File: src/rtl/rtcdiv_pkg.sv
package rtcdiv_pkg;

    // Width of a tap index into the chain counter
    localparam int TAP_W = 4;

    // Oscillator code that lets the chain count
    localparam logic [2:0] OSC_RUN = 3'b010;

    // Taps used by the two slow rate codes, and the offset for fast codes
    localparam logic [TAP_W-1:0] SLOW_A_TAP = 4'd6;
    localparam logic [TAP_W-1:0] SLOW_B_TAP = 4'd7;
    localparam logic [3:0]       FAST_OFS   = 4'd2;

    typedef enum logic [1:0] {
        CHAIN_STOP  = 2'd0,
        CHAIN_HOLD  = 2'd1,
        CHAIN_COUNT = 2'd2,
        CHAIN_WARN  = 2'd3
    } chain_state_e;

    // Map a rate code to the counter bit that forms the tap
    function automatic logic [TAP_W-1:0] tap_index(input logic [3:0] code);
        case (code)
            4'd0:    return '0;
            4'd1:    return SLOW_A_TAP;
            4'd2:    return SLOW_B_TAP;
            default: return TAP_W'(code - FAST_OFS);
        endcase
    endfunction

endpackage

File: src/rtl/rtcdiv_chain.sv
module rtcdiv_chain #(
    parameter int CW = 15
) (
    input  logic          clk,
    input  logic          run,
    output logic [CW-1:0] count
);

    // The counter clears whenever the sequencer is not counting
    always_ff @(posedge clk) begin
        if (!run) count <= '0;
        else      count <= count + CW'(1);
    end

endmodule

File: src/rtl/rtcdiv_seq.sv
module rtcdiv_seq
    import rtcdiv_pkg::*;
#(
    parameter int CW   = 15,
    parameter int LEAD = 8
) (
    input  logic          clk,
    input  logic [2:0]    osc_ctl,
    input  logic          set_mode,
    input  logic [CW-1:0] count,
    output logic          run,
    output logic          busy,
    output logic          tick
);

    // The tick fires when the top bit of the chain rises
    localparam logic [CW-1:0] FIRE_AT = {1'b1, {(CW-1){1'b0}}};
    // Entering WARN one cycle later puts LEAD busy cycles ahead of the tick
    localparam logic [CW-1:0] WARN_AT = FIRE_AT - CW'(LEAD) - CW'(1);

    chain_state_e state, nxt;

    always_ff @(posedge clk) begin
        state <= nxt;
    end

    always_comb begin
        nxt = state;
        if (osc_ctl != OSC_RUN) begin
            nxt = (osc_ctl[2:1] == 2'b11) ? CHAIN_HOLD : CHAIN_STOP;
        end else begin
            unique case (state)
                CHAIN_STOP, CHAIN_HOLD: nxt = CHAIN_COUNT;
                CHAIN_COUNT: if (!set_mode && count == WARN_AT) nxt = CHAIN_WARN;
                CHAIN_WARN:  if (set_mode || count == FIRE_AT)  nxt = CHAIN_COUNT;
                default:     nxt = CHAIN_STOP;
            endcase
        end
    end

    always_comb begin
        run  = (state == CHAIN_COUNT) || (state == CHAIN_WARN);
        busy = (state == CHAIN_WARN) && !set_mode;
        tick = (state == CHAIN_WARN) && !set_mode && (count == FIRE_AT);
    end

endmodule

File: src/rtl/rtcdiv_tap.sv
module rtcdiv_tap
    import rtcdiv_pkg::*;
#(
    parameter int CW = 15
) (
    input  logic          rst_n,
    input  logic          run,
    input  logic [3:0]    rate_sel,
    input  logic          sq_enable,
    input  logic [CW-1:0] count,
    output logic          sq_wave,
    output logic          rate_edge
);

    logic [TAP_W-1:0] idx;
    logic [CW-1:0]    low_mask;
    logic             lvl;
    logic             active;

    always_comb begin
        idx      = tap_index(rate_sel);
        low_mask = (CW'(1) << idx) - CW'(1);
        lvl      = count[idx];
        active   = run && (rate_sel != 4'd0);
        sq_wave  = rst_n && sq_enable && active && lvl;
        // The tap has just risen when every bit below it is zero
        rate_edge = active && lvl && ((count & low_mask) == '0);
    end

endmodule

File: src/rtl/rtc_rate_divider.sv
module rtc_rate_divider #(
    parameter int CHAIN_BITS = 15,
    parameter int UIP_LEAD   = 8
) (
    input  logic       tb_clk,
    input  logic       rst_n,
    input  logic [3:0] rate_sel,
    input  logic [2:0] osc_ctl,
    input  logic       sq_enable,
    input  logic       set_mode,
    output logic       sq_wave,
    output logic       rate_edge,
    output logic       sec_tick,
    output logic       upd_busy
);

    logic [CHAIN_BITS-1:0] count;
    logic                  run;

    rtcdiv_chain #(.CW(CHAIN_BITS)) i_chain (
        .clk   (tb_clk),
        .run   (run),
        .count (count)
    );

    rtcdiv_seq #(.CW(CHAIN_BITS), .LEAD(UIP_LEAD)) i_seq (
        .clk      (tb_clk),
        .osc_ctl  (osc_ctl),
        .set_mode (set_mode),
        .count    (count),
        .run      (run),
        .busy     (upd_busy),
        .tick     (sec_tick)
    );

    rtcdiv_tap #(.CW(CHAIN_BITS)) i_tap (
        .rst_n     (rst_n),
        .run       (run),
        .rate_sel  (rate_sel),
        .sq_enable (sq_enable),
        .count     (count),
        .sq_wave   (sq_wave),
        .rate_edge (rate_edge)
    );

endmodule

File: config.mk
export PLATFORM = sky130hd
export DESIGN_NAME = rtc_rate_divider
export DESIGN_NICKNAME = d
export VERILOG_FILES = /design/src/rtl/rtcdiv_pkg.sv /design/src/rtl/rtcdiv_chain.sv /design/src/rtl/rtcdiv_seq.sv /design/src/rtl/rtcdiv_tap.sv /design/src/rtl/rtc_rate_divider.sv
export SDC_FILE = /design/constraint.sdc
export NUM_CORES = 1
export LEC_CHECK = 0
export ABC_AREA = 1
export BUFFER_PORTS_ARGS = -buffer_cell sky130_fd_sc_hd__buf_4
export CAP_MARGIN = 30
export CORE_ASPECT_RATIO = 0.7
export CORE_UTILIZATION = 54
export DETAILED_ROUTE_END_ITERATION = 6
export GPL_TIMING_DRIVEN = 0
export HOLD_SLACK_MARGIN = 0.02
export PLACE_DENSITY = 0.75
export SLEW_MARGIN = 30
export SYNTH_ARGS = -nofsm -noshare
export SYNTH_HDL_FRONTEND = slang
export SYNTH_HIERARCHICAL = 1
export SYNTH_SLANG_ARGS = --single-unit
File: constraint.sdc
create_clock -name tb_clk -period 2.2 [get_ports tb_clk]
set_clock_uncertainty 0.1 [all_clocks]
set_input_delay 0.33 -clock tb_clk [delete_from_list [all_inputs] [get_ports tb_clk]]
set_output_delay 0.33 -clock tb_clk [all_outputs]
set_load 0.05 [all_outputs]
# Yosys cells after proc, flatten, opt, wreduce, memory -nomap -nowiden
# Index checks and enable logic that the tools add are counted.
[classes] multipliers=0 n_div=0 n_mux=8 n_reduce_logical=18 n_addsub=3 order_cmp=1 shift=1 bitwise=1 n_eq_ne=11
[op_table] cell="15-bit by 1-bit adder with 15-bit output (second input constant)" count=1
[op_table] cell="15-bit AND" count=1
[op_table] cell="15-bit by 14-bit equality test with 1-bit output (second input constant)" count=1
[op_table] cell="15-bit equality test (second input constant)" count=1
[op_table] cell="15-bit zero test" count=1
[op_table] cell="1-bit by 4-bit left shift with 15-bit output (first input constant)" count=1
[op_table] cell="15-bit by 2-bit subtractor with 15-bit output (second input constant)" count=1
[op_table] cell="4-bit one-hot mux with 3 select lines" count=1
[op_table] cell="1-bit logical AND" count=9
[op_table] cell="2-bit equality test (second input constant)" count=3
[op_table] cell="2-bit two-way mux" count=3
[op_table] cell="3-bit by 1-bit != test with 1-bit output (second input constant)" count=2
[op_table] cell="2-bit one-hot mux with 3 select lines" count=1
[op_table] cell="4-bit by 5-bit < comparator with 1-bit output (second input constant)" count=1
[op_table] cell="1-bit binary-select mux with 4-bit select" count=1
[op_table] cell="4-bit by 1-bit equality test with 1-bit output (second input constant)" count=1
[op_table] cell="4-bit by 2-bit equality test with 1-bit output (second input constant)" count=1
[op_table] cell="4-bit zero test" count=1
[op_table] cell="4-bit nonzero test" count=1
[op_table] cell="4-bit by 2-bit subtractor with 4-bit output (second input constant)" count=1
[op_table] cell="3-bit by 2-bit != test with 1-bit output (second input constant)" count=1
[op_table] cell="2-bit by 1-bit equality test with 1-bit output (second input constant)" count=1
[op_table] cell="2-bit zero test" count=1
[op_table] cell="1-bit logical OR" count=2
[op_table] cell="other kinds (4)" count=5
[totals] memories=0 in_bits=11 ram_bits=0 latchBits=0 word_cells=45 regBits=17 out_inout_bits=4 rom_bits=0

# Longest topological paths before layout
[logic_depth] word_depth=7 ltp_mapped=17 mapped_depth_nobuf=16

# Cells and area by module
# The synthesis kept the hierarchy.
[modules_own_cells] module="rtcdiv_tap" cells_per_inst=179 area_per_inst_um2=935.9 instances=1 seq_area_each_um2=0.0
[modules_own_cells] module="rtcdiv_chain" cells_per_inst=110 area_per_inst_um2=733.2 instances=1 seq_area_each_um2=300.3
[modules_own_cells] module="rtcdiv_seq" cells_per_inst=54 area_per_inst_um2=284.0 instances=1 seq_area_each_um2=60.1

# Worst setup path before layout
# No wires, ideal clock.
[synth_timing] kind="input port to output port" start="input port rate_sel[1]" end="output port rate_edge" setup_slack_ns=-0.773 path_buffers=1 t_arrival_ns=2.543 t_required_ns=1.770 cell_stages=16 path_cell_list="inv_2 -> ha_1 -> inv_1 -> nand2_1 -> nand2_2 -> nand2_2 -> buf_6 -> nand4_4 -> ha_1 -> inv_1 -> o21ai_0 -> nand3_1 -> nand3_1 -> nor3_2 -> nand3_1 -> nor2_1"
[synth_via] elab_chain_cells=7 elab_cells_between_ends=15 cone_classes="2 x add/sub; 2 x eq/ne; 1 x shift; 3 x mux; 1 x bitwise; 6 x reduce/logical"
[synth_lines] element="start: declaration" line="rtc_rate_divider.sv:7" text="input logic [3:0] rate_sel,"
[synth_lines] element="4-bit by 2-bit subtractor with 4-bit output, or another cell as far along" line="rtcdiv_pkg.sv:27" text="default: return TAP_W'(code - FAST_OFS);"
[synth_lines] element="4-bit one-hot mux with 3 select lines" line="rtcdiv_pkg.sv:23" text="case (code)"
[synth_lines] element="1-bit by 4-bit left shift with 15-bit output" line="rtcdiv_tap.sv:22" text="low_mask = (CW'(1) << idx) - CW'(1);"
[synth_lines] element="15-bit by 2-bit subtractor with 15-bit output" line="rtcdiv_tap.sv:22"
[synth_lines] element="15-bit AND" line="rtcdiv_tap.sv:27" text="rate_edge = active && lvl && ((count & low_mask) == '0);"
[synth_lines] element="15-bit zero test" line="rtcdiv_tap.sv:27"
[synth_lines] element="1-bit logical AND (*)" line="rtcdiv_tap.sv:27"
[synth_lines] element="end: declaration" line="rtc_rate_divider.sv:12" text="output logic rate_edge,"
# Mark *: on every way between the ends. The rest lies on a longest branch, timed or not. The select of a mux whose other input is x is not followed.

# Worst setup path after layout
# Same ends and word-level chain as after synthesis.

==> flow_summary.toml <==
[cells_and_area]
mostFrequentLayoutCells = "85 x nand2_1, 66 x nor2_1, 47 x inv_1"
antennaDiodeCount = 0
postLayoutCellArea_um2 = 2410
syn_to_final_growth_pct = 23.4
nets = 389
layout_commonest_cell = "nand2_1"
drive_gt1_share_pct = 23.8
fin_util_pct = 73.1
fillers = 278

[cts]
cts_buffer_depth = 2
root_buffer = "clkbuf_8"
cts_tree = "yes"
clock-sinks = 17
cts_hold_buf = 0
htreeDepth = 1
clk_latency_ns = 0.25
cts_inserted_buffers = 3
clk_pin_slew_ns = 0.06

[die]
rows = 17
io_pins = 15
die_w_um = 73.9
dieArea_um2 = 3870
initial_core_util_pct = 59.2
die_y_um = 52.3
fp.coreArea_um2 = 3300

[detailed_routing]
wire_per_inst_um = 12.8
drt_iter0_markers = 182
m1WireLength_um = 2600
wl_met2_um = 2100
via_count = 2207
postRouteAntennaNets = 0
drc = 0
wl_met3_um = 666
vias_per_cell = 5.24
top_layer = "met4"
firstDrtPassIters = 5
drt-total-wl_um = 5370

[synthesis]
synth_area_leader_cell = "nand2_1"
synthCells = 343
synth-seq-area-share_pct = 18.4
synth_area_um2 = 1950
async_flop_share_pct = 0
synth-warning-count = 6
ys_seq_elements = 17
synth_flop_cell = "dfxtp_1"
synth_top_area_share_pct = 17.1
syn_nets = 357
synth_area_leaders = "nand2_1 17%, dfxtp_1 15%, nor2_1 14%"
synth_enable_flop_cells = 2
synth_cell_type_count = 35
syn_avg_cell_area_um2 = 5.69

[power]
irDropWorstVdd_mv = 0.357
p_total_mw = 0.891
swShare_pct = 35.0
comb_power_share_pct = 38.3
powerDensity_nw_per_um2 = 370
seq_power_share_pct = 36.1
p_clk_share_pct = 25.6
p_sw_mw = 0.312
leakagePower_nw = 1.10
intPower_mw = 0.579

[place]
post_dp_cell_area_um2 = 2190
gp_congestion = 0.938
dp_hpwl_um = 3950
port_buffers = 14
dp_slack_ns = -0.672

[global_routing]
grt_pass1_wl_um = 8890
grt_overflow = 0
grt_max_degree = 11
grtUsageTotal_pct = 31.1
grt_pass1_vias = 1909
antenna_found_initial = 0

[worst_setup_path]
critPathMaxFanout = 5
cp_data_arrival_time_ns = 2.22
end_kind = "output pin"
path_class = "in2out"
start_kind = "input pin"
required_ns = 1.77

[timing]
tns_ns = -0.505
post-route-period-util_pct = 120
setup_viol = 2
finalHoldViolations = 0
fmax_mhz = 378
rsz0062_at_grt = "true"
worst_pin_slew_ns = 0.322
fin_crit_ns = 2.65
slew_viol_final = 0
setup_slack_ns = -0.448
slew-limit-headroom_pct = 78.5

[flow_run]
cap_violations = 0

[worst_hold_path]
worstHoldPathType = "in2reg"

[outcome]
outcome = "finished, violations left"
failed_checks = "negative setup slack"
Yosys cell counts, types with 2 or more instances:
| library cell | instances |
|---|---|
| nand3_1 | 35 |
| edfxtp_1 | 2 |
| nor2_4 | 5 |
| nor2_2 | 8 |
| o21a_1 | 2 |
| nand4_4 | 2 |
| inv_2 | 6 |
| nand2_4 | 3 |
| ha_1 | 3 |
| a21oi_1 | 7 |
| nand3_4 | 2 |
| o21ai_0 | 3 |
| o21bai_1 | 2 |
| nand2_2 | 8 |
| inv_1 | 50 |
| nand2_1 | 89 |
| dfxtp_1 | 15 |
| nand4_1 | 10 |
| nor2_1 | 72 |
| nor3_2 | 2 |
| nand3b_1 | 3 |
sequential cells by signal, summed over array words and instances (netlist names):
register       count
i_seq/state        2
i_chain/count     15
power groups by stage:
stage	registers, mW	logic, mW	clock network, mW
final	0.321	0.341	0.228
after global routing	0.322	0.370	0.246
after CTS	0.321	0.329	0.235
after detailed placement	0.328	0.282	0
after global placement	0.328	0.281	0
after floorplan	0.327	0.214	0
metal layers:
layer,track usage (%),vias up
met5,0,-
met4,2.56,0
met3,8.85,2
met2,44.0,127
met1,47.4,939
li1,-,1139
through the flow:
step / hold slack, ns / std cells
after floorplan: 0.382 / 343
after global placement: 0.439 / 404
after detailed placement: 0.444 / 404
after CTS: 0.280 / 421
after global routing: 0.282 / 421
final: 0.280 / 421
worst paths after layout:
| kind | slack (ns) | to | depth (start not counted) | startpoint |
|---|---|---|---|---|
| worst max-delay path | -0.45 | rate_edge | 18 | rate_sel[1] |
| worst min-delay path | 0.28 | i_seq/state[0]$_DFFE_PP_ | 2 | osc_ctl[2] |
| worst max register to register | 0.65 | i_chain/count[10]$_SDFF_PN0_ | 6 | i_chain/count[0]$_SDFF_PN0_ |
| worst min register to register | 0.45 | i_chain/count[0]$_SDFF_PN0_ | 1 | i_chain/count[0]$_SDFF_PN0_ |
critical path, stage by stage:
cell	delay, ns
buf_12	0.12
inv_16	0.05
ha_4	0.13
inv_2	0.03
nand2_2	0.07
nand2_4	0.09
nand2_4	0.08
buf_8	0.11
nand4_4	0.09
ha_4	0.21
inv_4	0.07
o21ai_2	0.05
nand3_1	0.08
nand3_1	0.09
nor3_2	0.20
nand3_1	0.14
nor2_4	0.12
buf_8	0.15
repair_timing:
item / in CTS / in global routing
pin swaps: 13 / 3
buffers inserted: 13 / 0
resized for setup: 19 / 4
setup endpoints to repair: 2 / 2
gates cloned: 0 / 0
logic make-up after synthesis:
kind of cell,Yosys count,synth area share (%)
buffers and inverters,60,12.1
DFF,17,18.4
xor gates and xnor gates,1,0.449
AOI/OAI and AO/OA,19,5.96
and+or+nand+nor,243,61.1
adders and majority gates,3,1.92
final cells by class:
class / instances / area, um2 / area share [%]
timing repair buffer: 27 / 234 / 9.71
multi-input combinational: 266 / 1440 / 59.8
clock buffer: 4 / 45.0 / 1.87
sequential: 17 / 360 / 15.0
tap: 47 / 58.8 / 2.44
inverter: 57 / 248 / 10.3
buffer: 3 / 23.8 / 0.987
Note: power is estimated with default switching activity, not from simulation.
